<file path="config.mk">
export PLATFORM = sky130hd
export DESIGN_NAME = carry_tag_alu
export DESIGN_NICKNAME = d
export VERILOG_FILES = /design/src/rtl/carry_tag_alu_pkg.sv /design/src/rtl/ctag_word_file.sv /design/src/rtl/ctag_flag_bank.sv /design/src/rtl/ctag_adder.sv /design/src/rtl/carry_tag_alu.sv
export SDC_FILE = /design/constraint.sdc
export NUM_CORES = 2
export LEC_CHECK = 0
export BUFFER_PORTS_ARGS = -buffer_cell sky130_fd_sc_hd__buf_2
export CAP_MARGIN = 30
export CORE_ASPECT_RATIO = 0.5
export CORE_MARGIN = 4
export CORE_UTILIZATION = 55
export CTS_CLUSTER_DIAMETER = 50
export DETAILED_ROUTE_END_ITERATION = 8
export PLACE_DENSITY = 0.72
export SYNTH_ARGS = -nofsm -noshare
export SYNTH_HDL_FRONTEND = slang
export SYNTH_SLANG_ARGS = --single-unit
</file>
<file path="constraint.sdc">
create_clock -name clk -period 4.03 [get_ports clk]
set_clock_uncertainty 0.05 [all_clocks]
set_input_delay 0 -clock clk [delete_from_list [all_inputs] [get_ports clk]]
set_output_delay 0 -clock clk [all_outputs]
set_load 0.02 [all_outputs]
</file>
<file path="src/rtl/carry_tag_alu_pkg.sv">
package carry_tag_alu_pkg;
  typedef enum logic [1:0] {
    OP_IDLE = 2'b00,
    OP_ADD  = 2'b01,
    OP_ADC  = 2'b10,
    OP_LOAD = 2'b11
  } alu_op_e;
endpackage

</file>
<file path="src/rtl/ctag_word_file.sv">
module ctag_word_file #(
  parameter int XLEN = 32,
  parameter int NREG = 32,
  localparam int AW  = $clog2(NREG)
) (
  input  logic            clk,
  input  logic            rst_n,
  input  logic            we,
  input  logic [AW-1:0]   wa,
  input  logic [XLEN-1:0] wd,
  input  logic [AW-1:0]   ra1,
  input  logic [AW-1:0]   ra2,
  output logic [XLEN-1:0] rd1,
  output logic [XLEN-1:0] rd2
);
  logic [XLEN-1:0] mem [NREG];

  always_ff @(posedge clk) begin
    if (!rst_n) begin
      for (int i = 0; i < NREG; i++) mem[i] <= '0;
    end else if (we && (wa != '0)) begin
      mem[wa] <= wd;
    end
  end

  function automatic logic [XLEN-1:0] fetch(input logic [AW-1:0] a,
                                            input logic w,
                                            input logic [AW-1:0] wadr,
                                            input logic [XLEN-1:0] wdat,
                                            input logic [XLEN-1:0] stored);
    if (a == '0)            return '0;
    else if (w && wadr == a) return wdat;
    else                    return stored;
  endfunction

  assign rd1 = fetch(ra1, we, wa, wd, mem[ra1]);
  assign rd2 = fetch(ra2, we, wa, wd, mem[ra2]);
endmodule

</file>
<file path="src/rtl/ctag_flag_bank.sv">
module ctag_flag_bank #(
  parameter int NREG = 32,
  localparam int AW  = $clog2(NREG)
) (
  input  logic            clk,
  input  logic            rst_n,
  input  logic            we,
  input  logic [AW-1:0]   wa,
  input  logic            wc,
  input  logic [AW-1:0]   ra,
  output logic            rc,
  output logic [NREG-1:0] flags
);
  logic [NREG-1:0] bits;

  for (genvar g = 0; g < NREG; g++) begin : g_bit
    if (g == 0) begin : g_zero
      assign bits[g] = 1'b0;
    end else begin : g_store
      always_ff @(posedge clk) begin
        if (!rst_n)                         bits[g] <= 1'b0;
        else if (we && wa == AW'(g))        bits[g] <= wc;
      end
    end
  end

  assign flags = bits;
  assign rc = (ra == '0) ? 1'b0 : ((we && wa == ra) ? wc : bits[ra]);
endmodule

</file>
<file path="src/rtl/ctag_adder.sv">
module ctag_adder #(
  parameter int XLEN = 32
) (
  input  logic [XLEN-1:0] a,
  input  logic [XLEN-1:0] b,
  input  logic            cin,
  output logic [XLEN-1:0] sum,
  output logic            cout
);
  function automatic logic [XLEN:0] wide_add(input logic [XLEN-1:0] x,
                                             input logic [XLEN-1:0] y,
                                             input logic c);
    return {1'b0, x} + {1'b0, y} + {{XLEN{1'b0}}, c};
  endfunction

  assign {cout, sum} = wide_add(a, b, cin);
endmodule

</file>
<file path="src/rtl/carry_tag_alu.sv">
module carry_tag_alu #(
  parameter int XLEN = 32,
  parameter int NREG = 32,
  localparam int AW  = $clog2(NREG)
) (
  input  logic            clk,
  input  logic            rst_n,
  input  logic [1:0]      op_i,
  input  logic [AW-1:0]   rd_i,
  input  logic [AW-1:0]   rs1_i,
  input  logic [AW-1:0]   rs2_i,
  input  logic [XLEN-1:0] load_data_i,
  output logic [XLEN-1:0] result_o,
  output logic            carry_o,
  output logic            valid_o,
  output logic [NREG-1:0] flags_o
);
  import carry_tag_alu_pkg::*;

  alu_op_e         op;
  logic [XLEN-1:0] ex_a, ex_b, ex_sum, ex_data;
  logic            ex_rs1_carry, ex_cin, ex_cout, ex_carry, ex_issue;
  logic            wb_valid, wb_carry;
  logic [AW-1:0]   wb_rd;
  logic [XLEN-1:0] wb_data;

  assign op = alu_op_e'(op_i);

  ctag_word_file #(.XLEN(XLEN), .NREG(NREG)) u_words (
    .clk(clk), .rst_n(rst_n),
    .we(wb_valid), .wa(wb_rd), .wd(wb_data),
    .ra1(rs1_i), .ra2(rs2_i), .rd1(ex_a), .rd2(ex_b)
  );

  ctag_flag_bank #(.NREG(NREG)) u_flags (
    .clk(clk), .rst_n(rst_n),
    .we(wb_valid), .wa(wb_rd), .wc(wb_carry),
    .ra(rs1_i), .rc(ex_rs1_carry), .flags(flags_o)
  );

  assign ex_cin = (op == OP_ADC) ? ex_rs1_carry : 1'b0;

  ctag_adder #(.XLEN(XLEN)) u_add (
    .a(ex_a), .b(ex_b), .cin(ex_cin), .sum(ex_sum), .cout(ex_cout)
  );

  assign ex_issue = (op != OP_IDLE);
  assign ex_data  = (op == OP_LOAD) ? load_data_i : ex_sum;
  assign ex_carry = (op == OP_LOAD) ? 1'b0 : ex_cout;

  always_ff @(posedge clk) begin
    if (!rst_n) begin
      wb_valid <= 1'b0;
      wb_rd    <= '0;
      wb_data  <= '0;
      wb_carry <= 1'b0;
    end else begin
      wb_valid <= ex_issue;
      wb_rd    <= rd_i;
      wb_data  <= ex_data;
      wb_carry <= ex_carry;
    end
  end

  assign result_o = wb_data;
  assign carry_o  = wb_carry;
  assign valid_o  = wb_valid;
endmodule

</file>
==> metrics.cfg <==
[timing]
tightest_slew_ns = 1.131
hold_ws_ns = 0.03399
slew_viol_final = 0
fin_ws_ns = -0.1884
fin_crit_ns = 4.218
finalCritPeriodShare_pct = 104.7
finalSetupViolCount = 15
maxSlewHeadroom_pct = 23.82
fmax_mhz = 237.1
finalHoldViolCount = 0
rsz0062_at_grt = true

[place]
dp_slack_ns = -0.5557
place_congestion = 1.023
dp.cells = 6164
port-buffer-count = 115
post_dp_cell_area_sq_um = 66240
hpwl_um = 137200

[global_route]
grt_max_degree = 45
met2_usage_pct = 55.01
track_usage_pct = 38.01
antenna_found_initial = 19
use_met1_pct = 51.61
grt_pass1_vias = 44422
overflow = 0
grt_pass1_wl_um = 315900
grt.busiest_layer = met2
use_met3_pct = 13.29

[finish]
postLayoutCellArea_sq_um = 70840
post-route-util_pct = 65.37
nets = 4987
fillers = 7580
area_growth_pct = 16.99
final_cells = 6433
drive_gt1_share_pct = 29.59

[die]
initial_utilization_pct = 55.88
row_count = 85
die_w_um = 477.3
pin_count = 117
core_sq_um = 108400
die_height_um = 242.6
dieArea_sq_um = 115800

[cts]
cts_made_buffers = 102
cts_root_buf = clkbuf_16
clock_path_buffers = 3
worstSkewPairLatency_ns = 0.75
cts_tree = yes
clkSinkCount = 1094
clkTransAtPathRegs_ns = 0.07
htree_levels = 3

[job]
cap_violations = 0

[worst_setup_path]
r2r_start = wb_rd[2]$_SDFF_PN0_
cp-end-kind = register
worstPathRequired_ns = 4.60
path_max_fanout = 4
crit_path_start_kind = register
worstPathArrival_ns = 4.79
crit_path_start = wb_rd[2]$_SDFF_PN0_
criticalPathCategory = reg2reg

[logic_synthesis]
synth_ff_type = edfxtp_1
avgSynthCellArea_sq_um = 13.41
yosys-top-cells-count = edfxtp_1, and2_1, mux4_2
ys_types = 67
synth-edff-count = 1024
synth.top_cell.area_share_pct = 50.78
synth_top_cell_by_area = edfxtp_1
ys_ff_latch = 1094
yosysMostFrequentCell = edfxtp_1
ys_seq_area_share_pct = 53.09
yosys_warnings = 0
synth_area_sq_um = 60550
synth.area.top_cells = edfxtp_1, mux4_2, and2_1, mux2i_1, dfxtp_1
synthArstFlopShare_pct = 0
syn_inst = 4517

[run_status]
status = complete, but fails checks
failed_checks = negative setup slack

[drt]
drtIter0Drc = 8066
antenna_left = 0
dr_total_vias = 45040
drc = 0
avgViaCountPerCell = 7.001
routed_wl_um = 222900
first_pass_iters = 6
wl_per_cell_um = 34.65

[power]
power.internal_mw = 20.87
p_per_area_nw_per_um2 = 416.4
power_frac_comb_pct = 19.1
max-vdd-ir-drop_uv = 371.3
p_sw_share_pct = 29.25
seqPwrFrac_pct = 45.3
p_sw_mw = 8.628
pwr-share-clk_pct = 35.6
power_leakage_nw = 26.65

[min_path]
hold_class = in2reg
min_from = load_data_i[26]

critical path: stages, from the launching register on:
cell and delay [ns]:
dfxtp_2 0.40, xor2_1 0.20, nor4_2 0.08, and3_2 0.24
nor3_1 0.22, a21oi_1 0.08, nor4b_2 0.39, fa_2 0.31
inv_2 0.04, fa_2 0.34, nand2b_4 0.17, a211oi_4 0.31
o211ai_1 0.16, a211o_1 0.36, a2111oi_4 0.36, o21ai_1 0.09
a32o_1 0.27
worst paths after layout:
| path | cells after the start | end | slack, ns |
|---|---|---|---|
| setup / recovery | 16 | result_o[28]$_SDFF_PN0_ | -0.19 |
| hold / removal | 3 | result_o[26]$_SDFF_PN0_ | 0.03 |
| setup reg to reg | 16 | result_o[28]$_SDFF_PN0_ | -0.19 |
| hold reg to reg | 2 | u_flags.flags[7]$_SDFFE_PN0P_ | 0.48 |
power groups by stage:
stage / sequential, mW / clock (mW) / combinational [mW]
2_1_floorplan: 13.5 / 0 / 2.82
3_3_place_gp: 13.5 / 0 / 5.15
3_5_place_dp: 13.6 / 0 / 5.20
4_1_cts: 13.3 / 10.5 / 5.35
5_1_grt: 13.4 / 11.0 / 5.85
6_report: 13.4 / 10.5 / 5.64
logic make-up after synthesis:
| family | Yosys count | share of synthesized area (%) |
|---|---|---|
| and+or+nand+nor | 1436 | 13.51 |
| DFF | 1094 | 53.09 |
| muxes | 771 | 21.60 |
| AOI/OAI and AO/OA | 678 | 7.093 |
| buffers and inverters | 474 | 3.554 |
| adders and majority gates | 33 | 0.7067 |
| xor gates and xnor gates | 30 | 0.4339 |
| other | 1 | 0.006193 |
flip-flops by register name (all words and copies together), names as in the netlist:
register and count:
wb_rd 5, valid_o 1, carry_o 1, u_flags.flags 31
result_o 32, u_words.mem 1024
repair_timing:
| action | 4_1_cts | 5_1_grt |
|---|---|---|
| endpoints found under the setup margin | 24 | 26 |
| resized for setup | 37 | 56 |
| pin swaps | 21 | 32 |
| buffers inserted | 7 | 7 |
| hold buffers | 63 | 0 |
| endpoints found under the hold margin | 39 | 0 |
layout make-up:
type | instances | area (sq um) | share of cell area (%)
Timing Repair Buffer | 709 | 6051 | 8.541
Inverter | 15 | 58.81 | 0.08301
Tap cell | 1435 | 1795 | 2.534
Multi-Input combinational cell | 2981 | 27230 | 38.44
Clock inverter | 72 | 857.1 | 1.210
Antenna cell | 6 | 15.01 | 0.02119
Sequential cell | 1094 | 32160 | 45.39
Clock buffer | 121 | 2676 | 3.778
per-layer routing:
layer | vias up | routed length (um) | share of wire (%)
li1 | 17885 | - | -
met1 | 22414 | 78960 | 35
met2 | 3898 | 94670 | 42
met3 | 835 | 36020 | 16
met4 | 8 | 13220 | 5.9
met5 | - | 46 | 0.021
cell usage in the layout, fill, tap and decap left out, types with 12 or more instances in the layout:
cell / count
edfxtp_1: 1024
and2_1: 999
buf_4: 469
mux4_2: 418
mux2i_1: 245
a21oi_1: 226
nand2_1: 149
o21ai_0: 114
mux2_2: 106
buf_2: 106
clkbuf_16: 104
nor2_1: 100
o221ai_1: 88
dfxtp_1: 64
buf_12: 63
dlygate4sd3_1: 61
o21bai_1: 47
nand3_1: 42
conb_1: 33
ha_1: 31
o22ai_1: 27
a211oi_1: 25
nor3_1: 25
o21ai_4: 21
xor2_1: 20
nor2_4: 19
clkinv_1: 18
a21o_1: 17
o21ai_1: 16
clkbuf_1: 16
clkinv_2: 16
nand2_2: 15
bufinv_16: 15
a211o_1: 14
nor2_2: 13
inv_1: 12
metrics by stage:
| step | TNS (ns) | total power, mW |
|---|---|---|
| after global routing | -4.095 | 30.23 |
| after floorplan | 0 | 16.27 |
| after global placement | -6.911 | 18.68 |
| after CTS | -0.4163 | 29.15 |
| after detailed placement | -7.254 | 18.77 |
| final | -1.145 | 29.50 |
Note: power is estimated with default switching activity, not from simulation.
